## src/rtl/wbb_pkg.sv

```systemverilog
package wbb_pkg;
    localparam int unsigned WBB_SLOTS     = 8;
    localparam int unsigned WBB_LINE_BITS = 512;
    localparam int unsigned WBB_BEAT_BITS = 64;
    localparam int unsigned WBB_ADDR_BITS = 34;
endpackage

```

## src/rtl/wbb_ctrl.sv

```systemverilog
// Slot pointers, occupancy and beat sequencing for the writeback buffer.
module wbb_ctrl #(
    parameter int unsigned SLOTS = 8,
    parameter int unsigned BEATS = 8,
    localparam int unsigned IDX_W = $clog2(SLOTS),
    localparam int unsigned BCT_W = $clog2(BEATS)
) (
    input  logic             clk,
    input  logic             rst_n,
    input  logic             fill_valid,
    input  logic             mem_ready,
    output logic             alloc,
    output logic [IDX_W-1:0] alloc_idx,
    output logic             drain_done,
    output logic [IDX_W-1:0] head_idx,
    output logic [BCT_W-1:0] beat_idx,
    output logic             mem_valid,
    output logic             full,
    output logic             empty
);
    localparam int unsigned CNT_W = $clog2(SLOTS + 1);
    localparam logic [IDX_W-1:0] LAST_IDX  = IDX_W'(SLOTS - 1);
    localparam logic [BCT_W-1:0] LAST_BEAT = BCT_W'(BEATS - 1);

    typedef struct packed {
        logic [IDX_W-1:0] wr;
        logic [IDX_W-1:0] rd;
        logic [CNT_W-1:0] cnt;
        logic [BCT_W-1:0] beat;
    } ctrl_t;

    ctrl_t s_d, s_q;
    logic  fire;

    always_comb begin
        s_d        = s_q;
        full       = (s_q.cnt == CNT_W'(SLOTS));
        empty      = (s_q.cnt == '0);
        mem_valid  = !empty;
        alloc      = fill_valid && !full;
        fire       = mem_valid && mem_ready;
        drain_done = fire && (s_q.beat == LAST_BEAT);

        if (fire) begin
            s_d.beat = drain_done ? '0 : s_q.beat + 1'b1;
        end
        if (drain_done) begin
            s_d.rd = (s_q.rd == LAST_IDX) ? '0 : s_q.rd + 1'b1;
        end
        if (alloc) begin
            s_d.wr = (s_q.wr == LAST_IDX) ? '0 : s_q.wr + 1'b1;
        end
        unique case ({alloc, drain_done})
            2'b10:   s_d.cnt = s_q.cnt + 1'b1;
            2'b01:   s_d.cnt = s_q.cnt - 1'b1;
            default: s_d.cnt = s_q.cnt;
        endcase
    end

    always_ff @(posedge clk) begin
        if (!rst_n) begin
            s_q <= '0;
        end else begin
            s_q <= s_d;
        end
    end

    assign alloc_idx = s_q.wr;
    assign head_idx  = s_q.rd;
    assign beat_idx  = s_q.beat;
endmodule

```

## src/rtl/wbb_cam.sv

```systemverilog
// Address section: per-slot line address plus residency bit, compared in parallel.
module wbb_cam #(
    parameter int unsigned SLOTS  = 8,
    parameter int unsigned ADDR_W = 34,
    localparam int unsigned IDX_W = $clog2(SLOTS)
) (
    input  logic              clk,
    input  logic              rst_n,
    input  logic              set_en,
    input  logic [IDX_W-1:0]  set_idx,
    input  logic [ADDR_W-1:0] set_addr,
    input  logic              clr_en,
    input  logic [IDX_W-1:0]  clr_idx,
    input  logic [ADDR_W-1:0] cmp_addr,
    output logic [SLOTS-1:0]  cmp_match,
    input  logic [IDX_W-1:0]  rd_idx,
    output logic [ADDR_W-1:0] rd_addr
);
    logic [SLOTS-1:0]  live_d, live_q;
    logic [ADDR_W-1:0] tag_d [SLOTS];
    logic [ADDR_W-1:0] tag_q [SLOTS];

    always_comb begin
        live_d = live_q;
        for (int i = 0; i < SLOTS; i++) begin
            tag_d[i] = tag_q[i];
        end
        if (clr_en) begin
            live_d[clr_idx] = 1'b0;
        end
        if (set_en) begin
            live_d[set_idx] = 1'b1;
            tag_d[set_idx]  = set_addr;
        end
    end

    always_ff @(posedge clk) begin
        if (!rst_n) begin
            live_q <= '0;
        end else begin
            live_q <= live_d;
        end
    end

    always_ff @(posedge clk) begin
        for (int i = 0; i < SLOTS; i++) begin
            tag_q[i] <= tag_d[i];
        end
    end

    for (genvar g = 0; g < SLOTS; g++) begin : g_cmp
        assign cmp_match[g] = live_q[g] && (tag_q[g] == cmp_addr);
    end

    assign rd_addr = tag_q[rd_idx];
endmodule

```

## src/rtl/wbb_data.sv

```systemverilog
// Line storage: whole-line write, beat-wide read.
module wbb_data #(
    parameter int unsigned SLOTS  = 8,
    parameter int unsigned LINE_W = 512,
    parameter int unsigned BEAT_W = 64,
    localparam int unsigned BEATS = LINE_W / BEAT_W,
    localparam int unsigned IDX_W = $clog2(SLOTS),
    localparam int unsigned BCT_W = $clog2(BEATS)
) (
    input  logic              clk,
    input  logic              wr_en,
    input  logic [IDX_W-1:0]  wr_idx,
    input  logic [LINE_W-1:0] wr_line,
    input  logic [IDX_W-1:0]  rd_idx,
    input  logic [BCT_W-1:0]  rd_beat,
    output logic [BEAT_W-1:0] rd_data
);
    logic [LINE_W-1:0] line_q [SLOTS];
    logic [BEAT_W-1:0] beats [BEATS];

    always_ff @(posedge clk) begin
        if (wr_en) begin
            line_q[wr_idx] <= wr_line;
        end
    end

    for (genvar b = 0; b < BEATS; b++) begin : g_beat
        assign beats[b] = line_q[rd_idx][b*BEAT_W +: BEAT_W];
    end

    assign rd_data = beats[rd_beat];
endmodule

```

## src/rtl/evict_wb_buffer.sv

```systemverilog
module evict_wb_buffer
    import wbb_pkg::*;
#(
    parameter int unsigned SLOTS  = WBB_SLOTS,
    parameter int unsigned LINE_W = WBB_LINE_BITS,
    parameter int unsigned BEAT_W = WBB_BEAT_BITS,
    parameter int unsigned ADDR_W = WBB_ADDR_BITS,
    localparam int unsigned BEATS = LINE_W / BEAT_W,
    localparam int unsigned IDX_W = $clog2(SLOTS),
    localparam int unsigned BCT_W = $clog2(BEATS)
) (
    input  logic              clk,
    input  logic              rst_n,
    input  logic              fill_valid,
    input  logic [ADDR_W-1:0] fill_addr,
    input  logic [LINE_W-1:0] fill_data,
    output logic              full,
    output logic              empty,
    input  logic [ADDR_W-1:0] lookup_addr,
    output logic [SLOTS-1:0]  lookup_match,
    output logic              lookup_hit,
    output logic              mem_valid,
    input  logic              mem_ready,
    output logic [ADDR_W-1:0] mem_addr,
    output logic [BCT_W-1:0]  mem_beat,
    output logic              mem_last,
    output logic [BEAT_W-1:0] mem_data
);
    logic             alloc;
    logic             drain_done;
    logic [IDX_W-1:0] alloc_idx;
    logic [IDX_W-1:0] head_idx;

    wbb_ctrl #(.SLOTS(SLOTS), .BEATS(BEATS)) u_ctrl (
        .clk        (clk),
        .rst_n      (rst_n),
        .fill_valid (fill_valid),
        .mem_ready  (mem_ready),
        .alloc      (alloc),
        .alloc_idx  (alloc_idx),
        .drain_done (drain_done),
        .head_idx   (head_idx),
        .beat_idx   (mem_beat),
        .mem_valid  (mem_valid),
        .full       (full),
        .empty      (empty)
    );

    wbb_cam #(.SLOTS(SLOTS), .ADDR_W(ADDR_W)) u_cam (
        .clk       (clk),
        .rst_n     (rst_n),
        .set_en    (alloc),
        .set_idx   (alloc_idx),
        .set_addr  (fill_addr),
        .clr_en    (drain_done),
        .clr_idx   (head_idx),
        .cmp_addr  (lookup_addr),
        .cmp_match (lookup_match),
        .rd_idx    (head_idx),
        .rd_addr   (mem_addr)
    );

    wbb_data #(.SLOTS(SLOTS), .LINE_W(LINE_W), .BEAT_W(BEAT_W)) u_data (
        .clk     (clk),
        .wr_en   (alloc),
        .wr_idx  (alloc_idx),
        .wr_line (fill_data),
        .rd_idx  (head_idx),
        .rd_beat (mem_beat),
        .rd_data (mem_data)
    );

    assign lookup_hit = |lookup_match;
    assign mem_last   = mem_valid && (mem_beat == BCT_W'(BEATS - 1));
endmodule

```

## config.mk

```make
export PLATFORM = sky130hd
export DESIGN_NAME = evict_wb_buffer
export DESIGN_NICKNAME = d
export VERILOG_FILES = /design/src/rtl/wbb_pkg.sv /design/src/rtl/wbb_ctrl.sv /design/src/rtl/wbb_cam.sv /design/src/rtl/wbb_data.sv /design/src/rtl/evict_wb_buffer.sv
export SDC_FILE = /design/constraint.sdc
export NUM_CORES = 2
export LEC_CHECK = 0
export BUFFER_PORTS_ARGS = -buffer_cell sky130_fd_sc_hd__buf_2
export CELL_PAD_IN_SITES_DETAIL_PLACEMENT = 1
export CELL_PAD_IN_SITES_GLOBAL_PLACEMENT = 2
export CORE_MARGIN = 5
export CORE_UTILIZATION = 35
export CTS_CLUSTER_SIZE = 24
export DETAILED_ROUTE_END_ITERATION = 10
export GPL_TIMING_DRIVEN = 0
export PLACE_DENSITY = 0.62
export SLEW_MARGIN = 10
export SYNTH_ARGS = -nofsm -noshare
export SYNTH_HDL_FRONTEND = slang
export SYNTH_MEMORY_MAX_BITS = 65536
export SYNTH_SLANG_ARGS = --single-unit
export TNS_END_PERCENT = 5
```

## constraint.sdc

```tcl
create_clock -name clk -period 77.7 [get_ports clk]
set_clock_uncertainty 0.1 [all_clocks]
set_input_delay 0 -clock clk [delete_from_list [all_inputs] [get_ports clk]]
set_output_delay 0 -clock clk [all_outputs]
set_load 0.005 [all_outputs]
```

### After elaboration in Yosys (flattened, before gate mapping)

Memory sizes are Yosys's and may differ from the RTL's. A register that Yosys moved wholly into a read port is not among the register bits.
Cells that the tools add are included.
W data, S select, Z words.

| storage, ports and cells | value |
|---|---|
| memories | 2 |
| logic and storage cells | 81 |
| bits in writable memories | 4368 |
| register bits | 21 |

| cells by class | value |
|---|---|
| magnitude comparators | 7 |
| equal/unequal tests | 14 |
| muxes and demuxes | 23 |
| reduce and logical (&&, ||, !) cells | 20 |
| bitwise operators | 5 |
| $add $sub $neg | 5 |

Memory list:

| name | depth | bits a word | read ports | clocked after memory_dff | wr ports | RTL line | text |
|---|---|---|---|---|---|---|---|
| u_data.line_q | 8 | 512 | 1 | 1 | 1 | wbb_data.sv:18 | `logic [LINE_W-1:0] line_q [SLOTS];` |
| u_cam.tag_q | 8 | 34 | 9 | 1 | 8 | wbb_cam.sv:21 | `logic [ADDR_W-1:0] tag_q [SLOTS];` |

Operators with widths:

| operator | number |
|---|---|
| $bwmux W272 | 1 |
| $eq A34 B34 Y1 | 8 |
| $mux W272 | 1 |
| $bmux W64 S3 | 1 |
| $mux W64 | 2 |
| $demux W34 S3 | 1 |
| $mux W34 | 1 |
| $mux W3 | 7 |
| $mux W8 | 2 |
| $logic_and A1 B1 Y1 | 15 |
| $add A3 B1 Y3 const B | 3 |
| $eq A3 B3 Y1 const B | 3 |
| $and A8 B8 Y8 | 1 |
| $ge A4 B4 Y1 const B | 2 |
| $lt A3 B4 Y1 const B | 2 |
| $not A3 Y4 | 2 |
| $not A8 Y8 | 1 |
| $or A8 B8 Y8 | 1 |
| $pmux W4 S2 | 1 |
| $reduce_or A8 Y1 | 1 |
| $demux W1 S3 | 2 |
| $ge A3 B1 Y1 const B | 2 |
| $add A4 B1 Y4 const B | 1 |
| $eq A4 B4 Y1 const B | 1 |
| other kinds (8) | 12 |

### Depth between registers and ports, before layout

| logic depth | value |
|---|---|
| word-level depth | 9 |
| depth in mapped cells | 11 |
| gate-level depth less buffers | 11 |

### By module

A second synthesis with hierarchy kept.

| second synthesis, totals | value |
|---|---|
| cells, all modules | 7467 |
| area total of the unflattened synthesis | 169314.9 sq um |

By module, submodules not included:

| module | cells each | instances | area each (sq um) | seq. area each (sq um) |
|---|---|---|---|---|
| wbb_data | 6528 | 1 | 154600.8 | 122998.0 |
| wbb_cam | 844 | 1 | 13854.5 | 8328.0 |
| wbb_ctrl | 91 | 1 | 834.6 | 260.2 |
| evict_wb_buffer | 4 | 1 | 25.0 | 0.0 |

### Worst setup path after synthesis

No wires, ideal clock.

| timing | value |
|---|---|
| path kind | reg-to-reg |
| start point | register u_ctrl.s_q[4] (netlist bit) |
| end point | register u_cam.live_q[0] |
| required time | 77390 ps |
| data arrival time | 55322 ps |
| stages on the path, launching flop included | 6 |
| buffers on the path | 0 |
| clock period less this slack | 55632 ps |
| path slack | 22068 ps |
| path through | dfxtp_1 > nor3_1 > nand2_1 > nand2_1 > nor4_1 > o21a_1 |

| between the ends | value |
|---|---|
| word-level cells in the longest chain between the ends | 7 |
| elaborated cells between the ends (all ways) | 10 |
| those cells by class | eq/ne (1); mux (2); bitwise (1); reduce/logical (6) |

RTL lines:

| item | RTL line | text |
|---|---|---|
| start: declaration | wbb_ctrl.sv:32 | `ctrl_t s_d, s_q;` |
| start signal: assignment | wbb_ctrl.sv:62 | `s_q <= '0;` |
| start signal: assignment | wbb_ctrl.sv:64 | `s_q <= s_d;` |
| $logic_not A4 Y1 | wbb_ctrl.sv:38 | `empty = (s_q.cnt == '0);` |
| $logic_not A1 Y1 | wbb_ctrl.sv:39 | `mem_valid = !empty;` |
| $logic_and A1 B1 Y1 | wbb_ctrl.sv:41 | `fire = mem_valid && mem_ready;` |
| $logic_and A1 B1 Y1 | wbb_ctrl.sv:42 | `drain_done = fire && (s_q.beat == LAST_BEAT);` |
| $mux W8 | wbb_cam.sv:28 | `if (clr_en) begin` |
| $or A8 B8 Y8 (no line) | - |  |
| $mux W8 (*) | wbb_cam.sv:31 | `if (set_en) begin` |
| end signal: assignment | wbb_cam.sv:41 | `live_q <= live_d;` |
| end: declaration | wbb_cam.sv:19 | `logic [SLOTS-1:0] live_d, live_q;` |

Every way passes the cells marked *; elsewhere a longest branch is shown, timed or not.
A chain may end at the register's enable or synchronous reset.

==> reports/qor.yml <==
outcome: "finished clean"
fp.dieW_um: 708
synth_top_area_share_pct: 76.8
yosysSeqAreaShare_pct: 77.1
pre_cts_ws_ps: 72030
rows: 256
finalHoldViolCount: 0
cpMostUsedCell: "buf_2"
die_area_um2: 502000
fillers: 45400
cp_max_fo: 10
syn_to_final_growth_pct: 25.5
post_synth.cell_area_avg_um2: 23.2
critical_path_class: "flip-flop to output port"
initial_utilization_pct: 35.1
cts_made_buffers: 465
synthMuxAreaShare_pct: 17.4
maxSlewViolCount: 0
drive_above_1_share_pct: 32.3
crit_path_cell_trace: "buf_2 > buf_4 > buf_4 > buf_2 > buf_2 > buf_2 > mux2i_1 > a21oi_1 > nand2_1 > o221ai_2 > buf_2"
synth.ff_latch_count: 4392
cellPowerDensity_nw_per_um2: 23.8
drt_wl_total_um: 603000
cts_sinks: 4392
drv_cap: 0
synth_area_leader_cell: "edfxtp_1"
crit_path_top_delay_cell: "buf_2"
overflow: 0
synth_ff_type: "edfxtp_1"
hold_slack_ps: 244
tns_ps: 0
synth_cell_type_count: 47
synth_area_leaders: "edfxtp_1 77%, mux4_2 15%, mux2i_1 1.5%"
met3_length_um: 49200
synth_fa_ha_area_share_pct: 0.0660
syn_nets: 7946
dp.final_hpwl_um: 445000
setup_viol: 0
rsz0062_at_grt: "false"
nets: 10800
synth-xor-area-share_pct: 1.40
post-route-drc-count: 0
core-area_um2: 486000
root_buffer: "clkbuf_16"
path_delay_family: "buffers and inverters"
met2_length_um: 294000
min_period_ps: 6440
wl_per_cell_um: 35.3
cts_max_level: 5
startpoint_type: "flip-flop"
ios: 698
required_ps: 77600
grt_pass1_vias: 95600
min_path_type: "input port to flip-flop"
maxSlewHeadroom_pct: 10.5
wl_met1_um: 239000
max_stage_delay_ps: 900
path_clk_slew_ps: 70
yosys_warnings: 0
die_y_um: 708
fin_crit_sh_pct: 8.28
tightest_slew_ps: 1340
clockBufferDepth: 4
cts_tree: "yes"
synth_edf_count: 4368
syn_inst: 7353
viasPerCell: 5.41
arrival_ps: 6340
power.leakage_nw: 67.8
ant_nets: 0
syn-cell-area_um2: 171000
dr.max_layer_used: "met5"
grt_max_degree: 22
grt_pass1_wl_um: 815000
synth-simple-area-share_pct: 1.10
synth_compound_area_share_pct: 1.59
fmax_mhz: 155
async_flop_share_pct: 0
worst_ir_drop_vdd_uv: 19.3
drtPass1Iterations: 6
io_buffers: 663
first_iter_violations: 10400
antenna_found_initial: 365
finalWeightedCongestion: 0.815
synth_common_cells: "4,368 x edfxtp_1, 1,160 x mux4_2, 255 x mux2i_1"
worst_skew_pair.late_latency_ps: 990
path_buf_inv: 7
synth_top_family_by_area: "multiplexers"
worst_slack_ps: 71260
synth_most_common_cell: "edfxtp_1"
num_vias: 92500
track_usage_pct: 23.6
cp-end-kind: "output port"
==> worst reg2reg max path, delay by kind of cell (launching register included) <==
kind	cells	cell delay [ps]
buffers and inverters	16	3030
flip-flops	1	450
AND/OR/NAND/NOR	4	1290
==> per-stage QoR <==
step,instance area (um^2),util (%),total power [mW],std cells
2_1_floorplan,171000,-,2.87,7353
3_3_place_gp,182000,37.4,3.09,14500
3_5_place_dp,188000,38.8,2.95,15000
4_1_cts,214000,44.0,5.14,17000
5_1_grt,214000,44.0,5.27,17000
6_report,214000,44.1,5.10,17100
==> layout by cell type (no fill, tap or decap), types with 24 or more instances in the layout <==
master / netlist / final
a211oi_1: 82 / 82
a21oi_1: 72 / 72
a22oi_1: 55 / 55
buf_12: 0 / 74
buf_16: 0 / 31
buf_2: 149 / 836
buf_4: 92 / 436
buf_6: 13 / 123
bufinv_16: 0 / 28
clkbuf_1: 140 / 237
clkbuf_16: 0 / 471
clkinv_1: 0 / 119
clkinv_2: 0 / 92
dfxtp_1: 24 / 24
diode_2: 0 / 91
dlygate4sd3_1: 0 / 1099
edfxtp_1: 4368 / 4368
mux2_2: 94 / 94
mux2i_1: 255 / 255
mux4_2: 1160 / 1160
nand2_1: 112 / 112
nand2b_1: 38 / 38
nand3_1: 30 / 30
nand4_1: 61 / 61
nor2b_1: 59 / 59
o21ai_0: 36 / 36
o21ai_1: 35 / 35
o221ai_1: 25 / 24
xnor2_1: 253 / 253
==> per-layer routing <==
| metal | global-route usage (%) | up-vias |
|---|---|---|
| li1 | - | 37200 |
| met1 | 31.0 | 50100 |
| met2 | 39.3 | 3992 |
| met3 | 5.53 | 1046 |
| met4 | 6.40 | 142 |
| met5 | 0 | - |
==> timing repair <==
item / CTS / global route
resized for setup: 0 / 0
setup buffers: 0 / 0
hold buffers: 1099 / 0
hold endpoints to repair: 4605 / 0
==> final timing paths <==
| kind | from | end | depth (start not counted) | slack, ps |
|---|---|---|---|---|
| setup / recovery | flip-flop | mem_data[25] | 11 | 71260 |
| hold / removal | fill_valid | u_ctrl.alloc_idx[0] | 5 | 240 |
| setup reg to reg | u_ctrl.s_q[4] | u_data.line_q[0][240] | 20 | 72520 |
| hold reg to reg | u_ctrl.s_q[5] | u_ctrl.s_q[5] | 2 | 450 |
==> where the power goes <==
part,leakage [nW],internal (mW),switching (mW)
Combinational,20.8,0.116,0.175
Clock,7.09,1.20,0.941
Sequential,39.9,2.65,0.0114
Total,67.8,3.97,1.13
==> layout make-up <==
| type | instances | area, um^2 | area share (%) |
|---|---|---|---|
| tap | 6450 | 8070 | 3.77 |
| sequential | 4392 | 132000 | 61.4 |
| buffer | 416 | 2210 | 1.03 |
| clock inverter | 277 | 2350 | 1.10 |
| antenna | 91 | 228 | 0.106 |
| clock buffer | 580 | 12200 | 5.69 |
| inverter | 10 | 37.5 | 0.0175 |
| multi-input combinational | 2535 | 36900 | 17.2 |
| timing repair buffer | 2342 | 20600 | 9.62 |
==> kinds of logic (layout without fill, tap and decap cells) <==
| family | after synthesis | after routing |
|---|---|---|
| fa+ha+maj | 9 | 9 |
| compound gates | 390 | 390 |
| other cells | 0 | 91 |
| flops | 4392 | 4392 |
| xor+xnor | 273 | 273 |
| simple gates | 354 | 354 |
| mux | 1509 | 1509 |
| buf+inv | 426 | 3625 |
==> flip-flops by register name, indices dropped and copies added (netlist names), named ones only <==
| register | count |
|---|---|
| u_data.line_q | 4096 |
| u_ctrl.head_idx | 3 |
| u_ctrl.s_q | 4 |
| u_cam.tag_q | 272 |
| u_cam.live_q | 8 |
| u_ctrl.alloc_idx | 3 |
| u_ctrl.beat_idx | 3 |
Power figures use the tool's default switching activity.
